==> src/rtl/prdiv_pkg.sv <==
package prdiv_pkg;

  typedef enum logic [1:0] {
    RANGE_LOW  = 2'd0,
    RANGE_MID  = 2'd1,
    RANGE_HIGH = 2'd2
  } range_e;

  function automatic range_e pick_range(input logic wide, input logic aux);
    if (wide)     return RANGE_HIGH;
    else if (aux) return RANGE_MID;
    else          return RANGE_LOW;
  endfunction

endpackage

==> src/rtl/prdiv_reset_sync.sv <==
module prdiv_reset_sync #(
  parameter int STAGES = 2
) (
  input  logic clk,
  input  logic rst_n_in,
  output logic rst_n_out
);
  logic [STAGES-1:0] sync_q;

  generate
    for (genvar i = 0; i < STAGES; i++) begin : g_stage
      if (i == 0) begin : g_first
        always_ff @(posedge clk or negedge rst_n_in) begin
          if (!rst_n_in) sync_q[0] <= 1'b0;
          else           sync_q[0] <= 1'b1;
        end
      end else begin : g_next
        always_ff @(posedge clk or negedge rst_n_in) begin
          if (!rst_n_in) sync_q[i] <= 1'b0;
          else           sync_q[i] <= sync_q[i-1];
        end
      end
    end
  endgenerate

  assign rst_n_out = sync_q[STAGES-1];
endmodule

==> src/rtl/prdiv_cfg_shadow.sv <==
module prdiv_cfg_shadow #(
  parameter int RATIO_W = 16
) (
  input  logic               clk,
  input  logic               rst_n,
  input  logic               load_i,
  input  logic [RATIO_W-1:0] word_i,
  input  logic               wide_i,
  input  logic               aux_i,
  output logic [RATIO_W-1:0] word_o,
  output logic               wide_o,
  output logic               aux_o,
  output logic               valid_o
);
  logic [RATIO_W-1:0] word_q, word_d;
  logic               wide_q, wide_d;
  logic               aux_q, aux_d;
  logic               valid_q, valid_d;

  always_comb begin
    word_d  = word_i;
    wide_d  = wide_i;
    aux_d   = aux_i;
    valid_d = 1'b1;
  end

  always_ff @(posedge clk or negedge rst_n) begin
    if (!rst_n) begin
      word_q  <= '0;
      wide_q  <= 1'b0;
      aux_q   <= 1'b0;
      valid_q <= 1'b0;
    end else if (load_i) begin
      word_q  <= word_d;
      wide_q  <= wide_d;
      aux_q   <= aux_d;
      valid_q <= valid_d;
    end
  end

  assign word_o  = word_q;
  assign wide_o  = wide_q;
  assign aux_o   = aux_q;
  assign valid_o = valid_q;
endmodule

==> src/rtl/prdiv_range_decode.sv <==
module prdiv_range_decode
  import prdiv_pkg::*;
#(
  parameter int RATIO_W   = 16,
  parameter int LOW_SHIFT = 4,
  parameter int HI_MIN    = 272,
  parameter int LO_MIN    = 4
) (
  input  logic [RATIO_W-1:0] word_i,
  input  logic               wide_i,
  input  logic               aux_i,
  output logic [RATIO_W-1:0] ratio_o,
  output logic               clamp_o,
  output range_e             range_o
);
  localparam logic [RATIO_W-1:0] HI_MIN_V = RATIO_W'(HI_MIN);
  localparam logic [RATIO_W-1:0] LO_MIN_V = RATIO_W'(LO_MIN);

  logic [RATIO_W-1:0] low_raw;
  logic [RATIO_W-1:0] raw;
  logic [RATIO_W-1:0] floor_v;
  range_e             rng;

  generate
    if (LOW_SHIFT > 0) begin : g_shift
      assign low_raw = {{LOW_SHIFT{1'b0}}, word_i[RATIO_W-1:LOW_SHIFT]};
    end else begin : g_noshift
      assign low_raw = word_i;
    end
  endgenerate

  always_comb begin
    rng     = pick_range(wide_i, aux_i);
    raw     = (rng == RANGE_LOW) ? low_raw : word_i;
    floor_v = (rng == RANGE_LOW) ? LO_MIN_V : HI_MIN_V;
    clamp_o = (raw < floor_v);
    ratio_o = clamp_o ? floor_v : raw;
    range_o = rng;
  end
endmodule

==> src/rtl/prdiv_counter.sv <==
module prdiv_counter
  import prdiv_pkg::*;
#(
  parameter int RATIO_W = 16
) (
  input  logic               clk,
  input  logic               rst_n,
  input  logic               valid_i,
  input  logic               run_i,
  input  logic [RATIO_W-1:0] ratio_i,
  input  logic               clamp_i,
  input  range_e             range_i,
  output logic [RATIO_W-1:0] cnt_o,
  output logic [RATIO_W-1:0] act_n_o,
  output logic               armed_o,
  output logic               pulse_o,
  output logic               fm_en_o,
  output logic               am_en_o,
  output logic               clamp_o
);
  localparam logic [RATIO_W-1:0] ONE = RATIO_W'(1);

  logic [RATIO_W-1:0] cnt_q, cnt_d;
  logic [RATIO_W-1:0] act_n_q;
  logic               act_clamp_q;
  range_e             act_range_q;
  logic               armed_q, armed_d;
  logic               active;
  logic               reload_en;
  logic               dec_en;
  logic               cnt_en;
  logic               armed_en;

  always_comb begin
    active    = valid_i && run_i;
    reload_en = active && (!armed_q || (cnt_q == ONE));
    dec_en    = active && armed_q && (cnt_q != ONE);
    cnt_en    = reload_en || dec_en || !valid_i;
    armed_en  = reload_en || !active;
    armed_d   = reload_en;
    if (!valid_i)       cnt_d = '0;
    else if (reload_en) cnt_d = ratio_i;
    else                cnt_d = cnt_q - ONE;
  end

  always_ff @(posedge clk or negedge rst_n) begin
    if (!rst_n)      cnt_q <= '0;
    else if (cnt_en) cnt_q <= cnt_d;
  end

  always_ff @(posedge clk or negedge rst_n) begin
    if (!rst_n)        armed_q <= 1'b0;
    else if (armed_en) armed_q <= armed_d;
  end

  always_ff @(posedge clk or negedge rst_n) begin
    if (!rst_n) begin
      act_n_q     <= '0;
      act_clamp_q <= 1'b0;
      act_range_q <= RANGE_LOW;
    end else if (reload_en) begin
      act_n_q     <= ratio_i;
      act_clamp_q <= clamp_i;
      act_range_q <= range_i;
    end
  end

  assign cnt_o   = cnt_q;
  assign act_n_o = act_n_q;
  assign armed_o = armed_q;
  assign pulse_o = armed_q && (cnt_q == ONE);
  assign fm_en_o = armed_q && (act_range_q == RANGE_HIGH);
  assign am_en_o = armed_q && (act_range_q != RANGE_HIGH);
  assign clamp_o = armed_q && act_clamp_q;
endmodule

==> src/rtl/prog_ratio_divider.sv <==
module prog_ratio_divider
  import prdiv_pkg::*;
#(
  parameter int RATIO_W     = 16,
  parameter int LOW_SHIFT   = 4,
  parameter int HI_MIN      = 272,
  parameter int LO_MIN      = 4,
  parameter int SYNC_STAGES = 2
) (
  input  logic               clk,
  input  logic               rst_n,
  input  logic               cfg_load,
  input  logic [RATIO_W-1:0] cfg_word,
  input  logic               cfg_wide,
  input  logic               cfg_aux,
  input  logic               run_en,
  output logic               div_pulse,
  output logic               fm_port_en,
  output logic               am_port_en,
  output logic               clamp_flag
);
  logic               rst_sync_n;
  logic [RATIO_W-1:0] sh_word;
  logic               sh_wide;
  logic               sh_aux;
  logic               sh_valid;
  logic [RATIO_W-1:0] dec_ratio;
  logic               dec_clamp;
  range_e             dec_range;
  logic [RATIO_W-1:0] cnt;
  logic [RATIO_W-1:0] act_n;
  logic               armed;

  prdiv_reset_sync #(.STAGES(SYNC_STAGES)) u_rst (
    .clk       (clk),
    .rst_n_in  (rst_n),
    .rst_n_out (rst_sync_n)
  );

  prdiv_cfg_shadow #(.RATIO_W(RATIO_W)) u_shadow (
    .clk     (clk),
    .rst_n   (rst_sync_n),
    .load_i  (cfg_load),
    .word_i  (cfg_word),
    .wide_i  (cfg_wide),
    .aux_i   (cfg_aux),
    .word_o  (sh_word),
    .wide_o  (sh_wide),
    .aux_o   (sh_aux),
    .valid_o (sh_valid)
  );

  prdiv_range_decode #(
    .RATIO_W   (RATIO_W),
    .LOW_SHIFT (LOW_SHIFT),
    .HI_MIN    (HI_MIN),
    .LO_MIN    (LO_MIN)
  ) u_decode (
    .word_i  (sh_word),
    .wide_i  (sh_wide),
    .aux_i   (sh_aux),
    .ratio_o (dec_ratio),
    .clamp_o (dec_clamp),
    .range_o (dec_range)
  );

  prdiv_counter #(.RATIO_W(RATIO_W)) u_count (
    .clk     (clk),
    .rst_n   (rst_sync_n),
    .valid_i (sh_valid),
    .run_i   (run_en),
    .ratio_i (dec_ratio),
    .clamp_i (dec_clamp),
    .range_i (dec_range),
    .cnt_o   (cnt),
    .act_n_o (act_n),
    .armed_o (armed),
    .pulse_o (div_pulse),
    .fm_en_o (fm_port_en),
    .am_en_o (am_port_en),
    .clamp_o (clamp_flag)
  );
endmodule

==> config.mk <==
export PLATFORM = sky130hd
export DESIGN_NAME = prog_ratio_divider
export DESIGN_NICKNAME = d
export VERILOG_FILES = /design/src/rtl/prdiv_pkg.sv /design/src/rtl/prdiv_reset_sync.sv /design/src/rtl/prdiv_cfg_shadow.sv /design/src/rtl/prdiv_range_decode.sv /design/src/rtl/prdiv_counter.sv /design/src/rtl/prog_ratio_divider.sv
export SDC_FILE = /design/constraint.sdc
export NUM_CORES = 1
export LEC_CHECK = 0
export BUFFER_PORTS_ARGS = -buffer_cell sky130_fd_sc_hd__buf_2
export CORE_MARGIN = 1
export CORE_UTILIZATION = 55
export DETAILED_ROUTE_END_ITERATION = 8
export GPL_TIMING_DRIVEN = 0
export PLACE_DENSITY = 0.75
export SETUP_SLACK_MARGIN = 0.05
export SYNTH_ARGS = -nofsm -noshare
export SYNTH_HDL_FRONTEND = slang
export SYNTH_SLANG_ARGS = --single-unit
==> constraint.sdc <==
create_clock -name clk -period 1.81 [get_ports clk]
set_clock_uncertainty 0.15 [all_clocks]
set_input_delay 0.0905 -clock clk [delete_from_list [all_inputs] [get_ports clk]]
set_output_delay 0.0905 -clock clk [all_outputs]
set_load 0.1 [all_outputs]
**Word-level counts from Yosys, hierarchy flattened**

Index checks and enable logic that the tools add are counted.

- Reduce and logical (&&, ||, !) cells: 16
- Equality and inequality tests: 4
- Mux-type cells: 7
- $add $sub $neg: 1
- Magnitude comparators: 1

Operators by type and width:

| operator | number |
|---|---|
| 16-bit 2-to-1 mux | 4 |
| 16-bit by 1-bit equality test with 1-bit output (second input constant) | 1 |
| 16-bit < comparator | 1 |
| 16-bit by 1-bit != test with 1-bit output (second input constant) | 1 |
| 16-bit by 1-bit subtractor with 16-bit output (second input constant) | 1 |
| 9-bit 2-to-1 mux | 1 |
| 1-bit logical AND | 8 |
| 1-bit logical OR | 4 |
| 1-bit logical NOT | 3 |
| 2-bit equality test (second input constant) | 1 |
| 2-bit logical NOT | 1 |
| 2-bit 2-to-1 mux | 1 |
| 2-bit != test (second input constant) | 1 |
| 1-bit 2-to-1 mux | 1 |

- Output and inout port bits: 4
- Input port bits: 22
- Register bits after elaboration: 41
- Word-level logic and storage cells: 39

**Logic depth before layout (Yosys ltp)**

- Depth in word-level cells: 8
- Mapped depth: 8
- Mapped depth without buffers: 7

**By module**

A second synthesis with hierarchy kept.

- Cell total of the unflattened synthesis: 276
- Area, all modules: 3035.4 sq um

By module, submodules not included:

| module | area each (sq um) | cells each | times used |
|---|---|---|---|
| prdiv_counter | 1914.3 | 176 | 1 |
| prdiv_cfg_shadow | 749.5 | 40 | 1 |
| prdiv_range_decode | 317.8 | 57 | 1 |
| prdiv_reset_sync | 53.8 | 3 | 1 |

**Worst setup path before layout**

Ideal clock, no wire load.

- Path type: reg-to-output
- Start point: register u_count.armed_q, in the netlist u_count.armed_o
- End point: output am_port_en
- Required time: 1569 ps
- Path slack: -1336 ps
- Arrival time: 2906 ps
- Stages on the path, launching flop included: 3
- Buffers on the path: 1
- Path through: dfrtp_1 clkbuf_1 a21boi_0

- Word-level cells in the longest chain between the ends: 1

Ends and longest elaborated chain:

| element | RTL line | text |
|---|---|---|
| from (decl) | prdiv_counter.sv:27 | `logic armed_q, armed_d;` |
| from (signal assigned) | prdiv_counter.sv:53 | `else if (armed_en) armed_q <= armed_d;` |
| 1-bit logical AND | prdiv_counter.sv:73 | `assign am_en_o = armed_q && (act_range_q != RANGE_HIGH);` |
| to (decl) | prog_ratio_divider.sv:19 | `output logic am_port_en,` |

Every way passes these cells.

**Worst setup path in the final report**

- Start point: register u_count.cnt_q[12], in the netlist u_count.cnt_o[12]
- End point: register u_count.cnt_q[8], in the netlist u_count.cnt_o[8]

- Word-level cells in the longest chain between the ends: 5
- Elaborated cells between the ends (all ways): 9
- Those cells by class: eq/ne (2); mux (2); reduce/logical (5)

Ends and longest elaborated chain:

| element | RTL line | text |
|---|---|---|
| from (decl) | prdiv_counter.sv:23 | `logic [RATIO_W-1:0] cnt_q, cnt_d;` |
| from (signal assigned) | prdiv_counter.sv:48 | `else if (cnt_en) cnt_q <= cnt_d;` |
| 16-bit by 1-bit equality test with 1-bit output | prdiv_counter.sv:36 | `reload_en = active && (!armed_q \|\| (cnt_q == ONE));` |
| 1-bit logical OR | prdiv_counter.sv:36 |  |
| 1-bit logical AND | prdiv_counter.sv:36 |  |
| 16-bit 2-to-1 mux / 1-bit logical OR (equally long branches) | prdiv_counter.sv:42, prdiv_counter.sv:38 |  |
| 16-bit 2-to-1 mux / 1-bit logical OR (equally long branches) | prdiv_counter.sv:41, prdiv_counter.sv:38 |  |

Parallel ways exist; a longest one is shown, timed or not.
A chain may end at the register's enable or synchronous reset.

==> flow_summary_export.csv <==
group,metric,value,unit
global_routing,grt_max_degree,40,
route,top_layer,"met4",
die,core.rowCount,23,
synth,synth-xor-area-share,0.366,%
placement,place_congestion,0.828,
min_path,hp-class,"in -> reg",
route,via_per_inst,6.28,
power_and_ir_drop,p_leak,0.00139,uW
critical_path,ff2ff_setup_slack,-0.24,ns
critical_path,crit_end,"u_count.cnt_o[8]",
critical_path,r2r-start,"u_count.cnt_o[12]",
final_layout,final_cell_mix,"dfrtp_1, nand2_1, buf_2, buf_4, dlygate4sd3_1",
critical_path,worstPathRequired,1.82,ns
critical_path,critPathLaunch,"u_count.cnt_o[12]",
synth,synth-adder-area-share,1.05,%
placement,port_buffers,24,
critical_path,startpoint_type,"flop",
synth,netlist_instances,233,
sta,tightest_slew,0.822,ns
route,dr_wl_met2,3.21,mm
critical_path,cp_max_fo,6,
die,die_y,68.0,um
sta,final_max_slew_viol_count,0,
synth,synth_simple_gate_area_share,24.6,%
final_layout,nets,331,
critical_path,ff2ff_path_depth,6,
final_layout,final_common_cell,"dfrtp_1",
die,die_w,68.0,um
final_layout,final_core_util,80.8,%
die,die_area,4620,um^2
clock_network,clock-root-buffer,"clkbuf_8",
sta,setup-tns-final,-3.74,ns
power_and_ir_drop,ir_drop,0.000590,V
route,drt_pass1_iterations,5,
global_routing,grt_overflow,0,
status,violations,"setup timing",
critical_path,r2r_end,"u_count.cnt_o[8]",
synth,seq_area_frac_synth,42.9,%
placement,hpwlAfterDp,3.91,mm
synth,synth_ff_type,"dfrtp_1",
power_and_ir_drop,p_per_area,894,nW/um^2
placement,placed_cells,307,
critical_path,cp-end-kind,"flop",
route,drtAntennaViolNets,0,
global_routing,grt_pass1_wl,10.1,mm
synth,synth_fp_nets,257,
final_layout,drive_above_1_share,41.6,%
clock_network,cts_tree,"built",
sta,setup_violations,20,
status,status,"finished, violations left",
sta,finalCritPeriodShare,113,%
clock_network,clk_pin_slew,0.08,ns
synth,synthMuxAreaShare,11.9,%
synth,synth_edf_count,0,
die,fp.coreArea,4090,um^2
sta,fmax,487,MHz
route,wl_met1,2.70,mm
route,first_iter_violations,437,
route,drc,0,
synth,synth_largest_area_cell,"dfrtp_1",
sta,min_period,2.05,ns
clock_network,htreeDepth,2,
synth,synth_top_family_by_area,"simple AND/OR/NAND/NOR gates",
synth,mappedNetlistArea,2390,um^2
route,drt-total-wl,6.73,mm
flow_run,maxCapViolations,0,
min_path,min_from,"cfg_load",
synth,synth_compound_area_share,15.3,%
synth,synth_cell_types,63,
synth,yosysTopAreaCellShare,42.9,%
clock_network,insertion_delay,0.29,ns
sta,hold_violations,0,
synth,ys_top_cells_by_area,"dfrtp_1, mux2_2, nand2_1",
synth,synth_async_sr_flop_share,100,%
sta,setup_slack,-0.244,ns
final_layout,area_growth,38.0,%
sta,maxSlewHeadroom,45.2,%
route,vias,2250,
final_layout,diodes,0,
clock_network,clock-sinks,41,
clock_network,numCtsBuffers,5,
die,io_pins,26,
die,start_util,58.6,%
synth,ys_warn_count,0,
critical_path,cp_data_arrival_time,2.06,ns
route,avgRoutedWirePerCell,18.8,um
clock_network,cts_buffer_depth,2,
final_layout,fin_cells,358,
global_routing,grt_pass1_vias,2074,
sta,rsz0062_at_grt,"true",
route,met3_wirelength,470,um
synth,ys_seq_elements,41,
global_routing,antenna_found_initial,0,
critical_path,setup.worst_path.class,"reg -> reg",
global_routing,grt_usage,30.4,%
synth,synth.avg_cell_area,10.3,um^2
-- cells in the mapped netlist, types with 2 or more instances --
library cell  count
a21oi_1           8
a311o_1           2
a31oi_1           7
and3_1            4
and4_1            2
buf_2             2
buf_6             3
clkbuf_1          6
dfrtp_1          41
ha_1              2
inv_1             6
mux2_2           18
mux2i_1           7
nand2_1          24
nand2b_1          2
nand3_1          12
nand3b_1          3
nand4_1           5
nor2_1           11
nor2b_1           2
nor3_1            7
nor4_1            2
nor4_2            2
nor4_4            2
o211ai_1          2
o21ai_0           4
o21ai_1           4
o22ai_1           4
o2bb2ai_1         2
or2_2             3
or3_1             2
-- what timing repair did --
action / CTS / global route
gates resized for setup: 22 / 18
endpoints found under the hold margin: 20 / 0
hold buffers: 20 / 0
endpoints found under the setup margin: 23 / 20
pin swaps: 9 / 14
setup buffers: 15 / 6
gates cloned: 1 / 1
-- sequential cells by signal, summed over array words and instances (netlist names) --
| register | flops |
|---|---|
| u_shadow.word_o | 16 |
| u_shadow.wide_o | 1 |
| u_count.act_clamp_q | 1 |
| u_rst.sync_q | 1 |
| u_count.act_range_q | 2 |
| u_shadow.aux_o | 1 |
| u_count.armed_o | 1 |
| u_shadow.valid_o | 1 |
| u_count.cnt_o | 16 |
| u_rst.rst_n_out | 1 |
-- report_power, final --
part           internal [uW]  leakage [uW]  switching (uW)  total (uW)
combinational            442      0.000855             440         882
clock                    450     0.0000585             322         772
sequential              1060      0.000480             242        1300
-- kinds of logic (layout without fill, tap and decap cells) --
kind of cell / after synthesis / after routing
DFF: 41 / 41
xor gates and xnor gates: 1 / 1
muxes: 26 / 26
adders and majority gates: 2 / 2
other: 1 / 1
AOI/OAI and AO/OA: 49 / 49
and+or+nand+nor: 95 / 95
buffers and inverters: 18 / 93
-- layer usage --
layer  global-route usage [%]  up-vias
met2                     48.2      129
met1                     38.7     1060
met3                     7.67       40
li1                         -     1021
met4                     14.1        0
met5                        0        -
-- cell type report --
type	count	area [um^2]
plain buffers	12	77.6
clock buffers	7	86.3
clock inverters	1	30.0
fillers	241	785
inverters	6	22.5
multi-input cells	174	1440
flip-flops and latches	41	1030
well taps	50	62.6
repair buffers	67	544
-- metrics by stage --
| step | hold WS (ns) | total power, uW | area, um^2 | setup slack [ns] |
|---|---|---|---|---|
| 2_1_floorplan | -0.355 | 1780 | 2460 | -0.0537 |
| 4_1_cts | 0.193 | 2870 | 3170 | -0.184 |
| 6_report | 0.203 | 2950 | 3300 | -0.244 |
| 3_5_place_dp | -0.273 | 1950 | 2650 | -0.244 |
| 5_1_grt | 0.219 | 3090 | 3300 | -0.333 |
| 3_3_place_gp | -0.273 | 1930 | 2650 | -0.231 |
-- critical path, stage by stage, from the launching register on --
cell and delay, ns:
dfrtp_2 0.46, nor4_4 0.42, nand4_4 0.25, and2_4 0.27, buf_8 0.15, a21oi_2 0.14
o22ai_1 0.09
-- worst min-delay path by stage --
stage,cells after the start,slack (ns),to
floorplan,0,-0.36,u_rst.rst_n_out
global placement,1,-0.27,u_rst.sync_q[0]
detailed placement,1,-0.27,u_rst.sync_q[0]
CTS,4,0.19,u_count.cnt_o[13]
global route,2,0.22,u_shadow.word_o[0]
finish,2,0.20,u_shadow.word_o[4]
Power figures use the tool's default switching activity.
